### config.mk
export PLATFORM = sky130hd
export DESIGN_NAME = lapd_pe_check
export DESIGN_NICKNAME = d
export VERILOG_FILES = /design/src/rtl/lapd_pe_pkg.sv /design/src/rtl/lapd_ctl_decode.sv /design/src/rtl/lapd_nr_window.sv /design/src/rtl/lapd_pe_check.sv
export SDC_FILE = /design/constraint.sdc
export NUM_CORES = 1
export LEC_CHECK = 0
export BUFFER_PORTS_ARGS = -buffer_cell sky130_fd_sc_hd__clkbuf_2
export CAP_MARGIN = 30
export CORE_MARGIN = 5
export CORE_UTILIZATION = 40
export CTS_BUF_LIST = sky130_fd_sc_hd__clkbuf_16
export DETAILED_ROUTE_END_ITERATION = 12
export GPL_TIMING_DRIVEN = 0
export MAX_ROUTING_LAYER = met4
export PLACE_DENSITY = 0.75
export SLEW_MARGIN = 5
export SYNTH_ARGS = -nofsm -noshare
export SYNTH_HDL_FRONTEND = slang
export SYNTH_SLANG_ARGS = --single-unit
### constraint.sdc
create_clock -name clk -period 0.8 [get_ports clk]
set_clock_uncertainty 0.1 [all_clocks]
set_input_delay 0 -clock clk [delete_from_list [all_inputs] [get_ports clk]]
set_output_delay 0 -clock clk [all_outputs]
set_load 0.02 [all_outputs]
### src/rtl/lapd_pe_pkg.sv
package lapd_pe_pkg;

  localparam int SEQ_W = 7;

  typedef enum logic [1:0] {
    PE_BAD_NR  = 2'd0,
    PE_S_INFO  = 2'd1,
    PE_I_RSP   = 2'd2,
    PE_S_UNDEF = 2'd3
  } pe_cause_e;

  typedef enum logic [1:0] {
    FT_I = 2'd0,
    FT_S = 2'd1,
    FT_U = 2'd2
  } frm_type_e;

  // distance from base to pos walking forward, reduced by mask
  function automatic logic [SEQ_W-1:0] seq_dist(
    input logic [SEQ_W-1:0] pos,
    input logic [SEQ_W-1:0] base,
    input logic [SEQ_W-1:0] mask
  );
    return (pos - base) & mask;
  endfunction

  function automatic logic nr_in_window(
    input logic [SEQ_W-1:0] nr,
    input logic [SEQ_W-1:0] va,
    input logic [SEQ_W-1:0] vs,
    input logic [SEQ_W-1:0] mask
  );
    return seq_dist(nr, va, mask) <= seq_dist(vs, va, mask);
  endfunction

endpackage

### src/rtl/lapd_ctl_decode.sv
module lapd_ctl_decode
  import lapd_pe_pkg::*;
(
  input  logic             ext_mode,
  input  logic [7:0]       ctrl_lo,
  input  logic [7:0]       ctrl_hi,
  output frm_type_e        ftype,
  output logic [SEQ_W-1:0] nr,
  output logic [1:0]       s_code,
  output logic             s_rsv_set
);

  always_comb begin
    if (!ctrl_lo[0])            ftype = FT_I;
    else if (ctrl_lo[1] == 1'b0) ftype = FT_S;
    else                        ftype = FT_U;
  end

  assign s_code = ctrl_lo[3:2];

  always_comb begin
    if (ext_mode) begin
      nr        = ctrl_hi[7:1];
      s_rsv_set = |ctrl_lo[7:4];
    end else begin
      nr        = {{(SEQ_W-3){1'b0}}, ctrl_lo[7:5]};
      s_rsv_set = 1'b0;
    end
  end

endmodule

### src/rtl/lapd_nr_window.sv
module lapd_nr_window
  import lapd_pe_pkg::*;
#(
  parameter int EXT_BITS   = SEQ_W,
  parameter int BASIC_BITS = 3
) (
  input  logic             ext_mode,
  input  logic [SEQ_W-1:0] nr,
  input  logic [SEQ_W-1:0] va,
  input  logic [SEQ_W-1:0] vs,
  output logic             nr_ok
);

  localparam logic [SEQ_W-1:0] EXT_MASK   = SEQ_W'((1 << EXT_BITS) - 1);
  localparam logic [SEQ_W-1:0] BASIC_MASK = SEQ_W'((1 << BASIC_BITS) - 1);

  logic [SEQ_W-1:0] mask;

  assign mask  = ext_mode ? EXT_MASK : BASIC_MASK;
  assign nr_ok = nr_in_window(nr, va, vs, mask);

endmodule

### src/rtl/lapd_pe_check.sv
module lapd_pe_check
  import lapd_pe_pkg::*;
#(
  parameter int LEN_W = 11
) (
  input  logic             clk,
  input  logic             rst_n,
  input  logic             auto_mode,
  input  logic             net_side,
  input  logic             ext_mode,
  input  logic             frm_valid,
  input  logic             frm_good,
  input  logic             cr_bit,
  input  logic [7:0]       ctrl_lo,
  input  logic [7:0]       ctrl_hi,
  input  logic [LEN_W-1:0] info_len,
  input  logic [SEQ_W-1:0] vs,
  input  logic [SEQ_W-1:0] va,
  output logic             pe_pulse,
  output logic [1:0]       pe_cause
);

  frm_type_e        ftype;
  logic [SEQ_W-1:0] nr;
  logic [1:0]       s_code;
  logic             s_rsv_set;
  logic             nr_ok;

  // named events for the checker
  logic ev_check, ev_undef, ev_s_info, ev_i_rsp, ev_bad_nr, ev_any;
  logic is_cmd;
  pe_cause_e cause_nxt;

  lapd_ctl_decode u_dec (
    .ext_mode (ext_mode),
    .ctrl_lo  (ctrl_lo),
    .ctrl_hi  (ctrl_hi),
    .ftype    (ftype),
    .nr       (nr),
    .s_code   (s_code),
    .s_rsv_set(s_rsv_set)
  );

  lapd_nr_window u_win (
    .ext_mode(ext_mode),
    .nr      (nr),
    .va      (va),
    .vs      (vs),
    .nr_ok   (nr_ok)
  );

  assign ev_check  = frm_valid & frm_good & auto_mode;
  assign is_cmd    = cr_bit ^ net_side;
  assign ev_undef  = (ftype == FT_S) && ((s_code == 2'b11) || s_rsv_set);
  assign ev_s_info = (ftype == FT_S) && (info_len != '0);
  assign ev_i_rsp  = (ftype == FT_I) && !is_cmd;
  assign ev_bad_nr = (ftype != FT_U) && !nr_ok;
  assign ev_any    = ev_undef | ev_s_info | ev_i_rsp | ev_bad_nr;

  always_comb begin
    if (ev_undef)       cause_nxt = PE_S_UNDEF;
    else if (ev_s_info) cause_nxt = PE_S_INFO;
    else if (ev_i_rsp)  cause_nxt = PE_I_RSP;
    else                cause_nxt = PE_BAD_NR;
  end

  always_ff @(posedge clk or negedge rst_n) begin
    if (!rst_n) begin
      pe_pulse <= 1'b0;
      pe_cause <= 2'd0;
    end else if (ev_check && ev_any) begin
      pe_pulse <= 1'b1;
      pe_cause <= cause_nxt;
    end else begin
      pe_pulse <= 1'b0;
      pe_cause <= 2'd0;
    end
  end

endmodule

# After elaboration in Yosys (flattened, before gate mapping)
# Index checks and enable logic that the tools add are counted.
# word_totals
regBits,3
out_inout_bits,3
wordCells,37
# classes
add_sub_neg,2
order_cmp,1
eq_ne,3
muxes,10
bitwise,8
reduce_logical,11
# ops
cell,n
$and A7 B7 Y7,2
$mux W7,2
$sub A7 B7 Y7,2
$mux W2,6
$reduce_bool A11 Y1,1
$le A7 B7 Y1,1
$logic_and A1 B1 Y1,5
$reduce_or A4 Y1,1
$or A1 B1 Y1,3
$and A1 B1 Y1,2
$eq A2 B1 Y1 const B,1
$eq A2 B2 Y1 const B,1
$logic_not A1 Y1,2
$logic_not A2 Y1,1
$mux W1,2
$ne A2 B2 Y1 const B,1
$logic_or A1 B1 Y1,1
$xor A1 B1 Y1,1

# Longest topological paths before layout
# logic_depth
depth_word,9
mapped_depth,15
ltp_nobuf,13

# By module
# Synthesis repeated with hierarchy kept, for this count alone.
# unflattened
hier_cells,137
area_unflattened_um2,1147.4
# modules_own_cells
module,instances,cells_each,area_per_inst_um2
lapd_nr_window,1,106,838.3
lapd_pe_check,1,18,188.9
lapd_ctl_decode,1,13,120.1

# Worst setup path after synthesis
# No wires, ideal clock.
# synth_timing
path_type,input to register
start,input ext_mode
end,register pe_pulse
setup_time_ps,138
arrival_time_ps,2722
path_slack_ps,-2161
cell_stages,15
path_buffers,2
path_cell_list,buf_2 clkbuf_1 mux2i_1 ha_1 inv_1 fa_1 a21o_1 a21oi_2 nor3_1 or3b_1 ha_1 a21oi_1 o21ai_0 o221ai_1 a31oi_1
# synth_via
elab_chain_len,9
word_cells_on_any_way,16
# synth_rtl
item,line_no,source
"start, declared",lapd_pe_check.sv:10,"input logic ext_mode,"
$mux W7,lapd_ctl_decode.sv:22,if (ext_mode) begin
$sub A7 B7 Y7,lapd_pe_pkg.sv:24,return (pos - base) & mask;
$and A7 B7 Y7,lapd_pe_pkg.sv:24,
$le A7 B7 Y1,lapd_pe_pkg.sv:33,"return seq_dist(nr, va, mask) <= seq_dist(vs, va, mask);"
$logic_not A1 Y1,lapd_pe_check.sv:57,assign ev_bad_nr = (ftype != FT_U) && !nr_ok;
$logic_and A1 B1 Y1,lapd_pe_check.sv:57,
$or A1 B1 Y1 *,lapd_pe_check.sv:58,assign ev_any = ev_undef | ev_s_info | ev_i_rsp | ev_bad_nr;
$logic_and A1 B1 Y1 *,lapd_pe_check.sv:71,end else if (ev_check && ev_any) begin
$mux W1 *,lapd_pe_check.sv:71,
"end signal, assigned",lapd_pe_check.sv:69,pe_pulse <= 1'b0;
"end signal, assigned",lapd_pe_check.sv:72,pe_pulse <= 1'b1;
"end signal, assigned",lapd_pe_check.sv:75,pe_pulse <= 1'b0;
"end, declared",lapd_pe_check.sv:19,"output logic pe_pulse,"
# Mark *: on every way between the ends. The rest lies on a longest branch, timed or not.

# Worst setup path in the final report
# Ends and elaborated chain as after synthesis.

==> results.tsv <==
metric	value	unit
WP data required	0.83	ns
HP Class	input pin to flip-flop	
Slew Limit Fails	0	
CTS HTree Levels	1	
CTS tree	yes	
Power Dens Cells	1260	nW/um^2
DR vias	1247	
final antenna diode count	0	
# port buffers	49	
most common cell in the netlist	ha_1	
CTS Buf Count	3	
static leakage	0.000794	uW
Max rail drop VDD	1.34	mV
CP max stage cell	or3b_4	
Clock Tree Root	clkbuf_16	
post-synthesis sequential area ratio	7.35	%
post-route ant nets	0	
first-pass GRT wire length	4840	um
Layout area overhead	58.6	%
fin nets	266	
largest area contributor in the netlist	ha_1	
Design Area, Final	1620	um^2
worst path arrival time	2.77	ns
initial antenna violation count	0	
Die Y	60.5	um
largest cells by area after synthesis	ha_1 (23%), dfrtp_1 (7.4%), nand3_1 (4.4%), inv_1 (4.4%), fa_1 (3.9%)	
vias in the first global route	1202	
unrepaired setup endpoints after global routing	true	
proportion of layout cells with a drive suffix above 1	42.1	%
final count of negative-setup-slack endpoints	5	
vias per cell	5.54	
period utilisation layout	343	%
largest net degree at the start of global routing	11	
CTS sink cnt	3	
Worst Tran Pin Value	0.385	ns
cell area after placement	1370	um^2
Ys Warns	0	
status	finished, violations left	
ys async rst share	100	%
top_reg_cell synth	dfrtp_1	
CP Launch Type	input pin	
CP startpoint	ext_mode	
Routed WL	3430	um
maximum clock insertion buffer count	2	
Slew headroom	74.3	%
critical path cell sequence	buf_12 -> clkbuf_16 -> mux2i_2 -> ha_2 -> inv_2 -> fa_2 -> a21o_1 -> a21oi_2 -> nor3_2 -> or3b_4 -> ha_4 -> nand4_1 -> a21oi_2 -> o221ai_2 -> a31oi_1	
Final Hold Violating Endpoints	3	
Post-Syn Instances	132	
Fin Hold WS	-0.0517	ns
top cells by count, synth	ha_1 (19), inv_1 (12), nand2_1 (10), nand3_1 (9)	
Row Count	18	
cell area after synthesis	1020	um^2
# Max-Cap Violations	0	
share of the synthesized area in the top cell type	23.3	%
hold path startpoint	ctrl_lo[3]	
GP Congestion	0.745	
GRT overflow	0	
final setup margin	-1.94	ns
endpoint type of the worst setup path	flip-flop	
failing checks	hold timing, setup timing	
HPWL Detailed	2400	um
critical-path maximum fanout	5	
minimum clock period	2.74	ns
syn nets	202	
DRC	0	
core area	2450	um^2
fmax	0.365	GHz
die width	60.5	um
Post-Route Utilization	66.0	%
wire per inst	15.2	um
first drt pass iteration count	4	
Post-synth EDFFs	0	
iteration-0 DRC count of the detailed router	55	
crit path kind	input pin to flip-flop	
Mean Syn Cell Area	7.73	um^2
die area	3660	um^2
Hold-fix buffers, CTS	1	
IO Pins	52	
Reg clk slew, reported paths	0.03	ns
Starting Density	41.6	%
gr usage total	17.3	%
#FFs+latches synth	3	
max incr delay on CP	0.38	ns
Top cell by count, worst path	a21oi_2	
Fillers	213	
synth unique cells	36	
routing by layer:
layer | global-route usage (%) | up-vias | share of wire [%]
met4 | 4.64 | 0 | 1.3
met2 | 33.3 | 24 | 59
met3 | 0.213 | 4 | 2.9
met1 | 19.6 | 599 | 37
met5 | - | - | 0
li1 | - | 620 | -
timing repair:
action,in CTS,in global routing
setup buffers,6,3
pin swaps,9,11
endpoints found under the setup margin,4,6
endpoints found under the hold margin,6,2
resized for setup,2,20
power by group:
group / internal [uW] / total [uW] / leakage, uW / switching [uW]
combinational: 542 / 1080 / 0.000711 / 542
sequential: 158 / 161 / 0.0000412 / 2.99
clock: 646 / 790 / 0.0000423 / 144
cell usage in the layout (no fill, tap or decap), types with 3 or more instances in the layout:
cell type,netlist,routed
a21oi_1,5,4
a31oi_1,3,3
and2_1,4,4
buf_4,0,9
buf_6,0,4
clkbuf_16,0,4
clkbuf_2,0,46
dfrtp_1,3,3
ha_1,19,16
inv_1,12,12
nand2_1,10,10
nand3_1,9,9
nand3b_1,3,3
nand4_1,3,3
nor2_1,3,3
nor2b_1,4,4
nor3_1,5,4
nor3b_1,4,4
o211ai_1,3,3
o21a_1,3,3
o21ai_0,5,4
xnor2_1,4,4
registers in the layout, summed over array words and instances, names as in the netlist:
signal and flops:
pe_pulse 1, pe_cause 2
final timing paths:
path	endpoint	slack [ns]	cells past startpoint
worst max-delay path	pe_pulse$_DFF_PN0_	-1.94	15
worst min-delay path	pe_cause[0]$_DFF_PN0_	-0.05	3
max in group asynchronous	pe_cause[1]$_DFF_PN0_	0.46	2
min in group asynchronous	pe_cause[0]$_DFF_PN0_	0.01	2
kinds of logic after synthesis:
logic type               after synthesis  synth area share (%)
AND/OR/NAND/NOR                       55                  31.1
AO/OA/AOI/OAI                         28                  18.6
adder cells (fa/ha/maj)               21                  27.2
buffers and inverters                 15                  5.76
XOR/XNOR                               7                  6.74
multiplexers                           3                  3.19
flip-flops                             3                  7.35
stage by stage:
stage	setup WS [ns]	std cells	hold slack [ns]	setup TNS (ns)	total power (uW)
detailed placement	-2.21	211	-0.300	-2.62	1080
floorplan	-1.90	132	-0.396	-1.93	798
CTS	-1.92	222	-0.0510	-2.04	1930
global route	-2.02	225	-0.0286	-2.20	2190
finish	-1.94	225	-0.0517	-2.06	2030
global placement	-2.19	211	-0.306	-2.53	1020
cell type report:
cell class                 instances  area [um^2]  share of cell area, %
buffer                             3         56.3                   3.48
clock buffer                       3         75.1                   4.64
clock inverter                     1         3.75                  0.232
inverter                          12         45.0                   2.78
multi-input combinational        114          985                   60.8
sequential                         3         75.1                   4.64
tap                               30         37.5                   2.32
timing repair buffer              59          342                   21.1
critical path: cells and delay by family:
family,cells,cell delay (ns)
fa+ha+maj,3,0.87
compound gates,5,0.86
simple gates,3,0.58
buf+inv,3,0.29
mux,1,0.17
(Power assumes the default switching activity.)
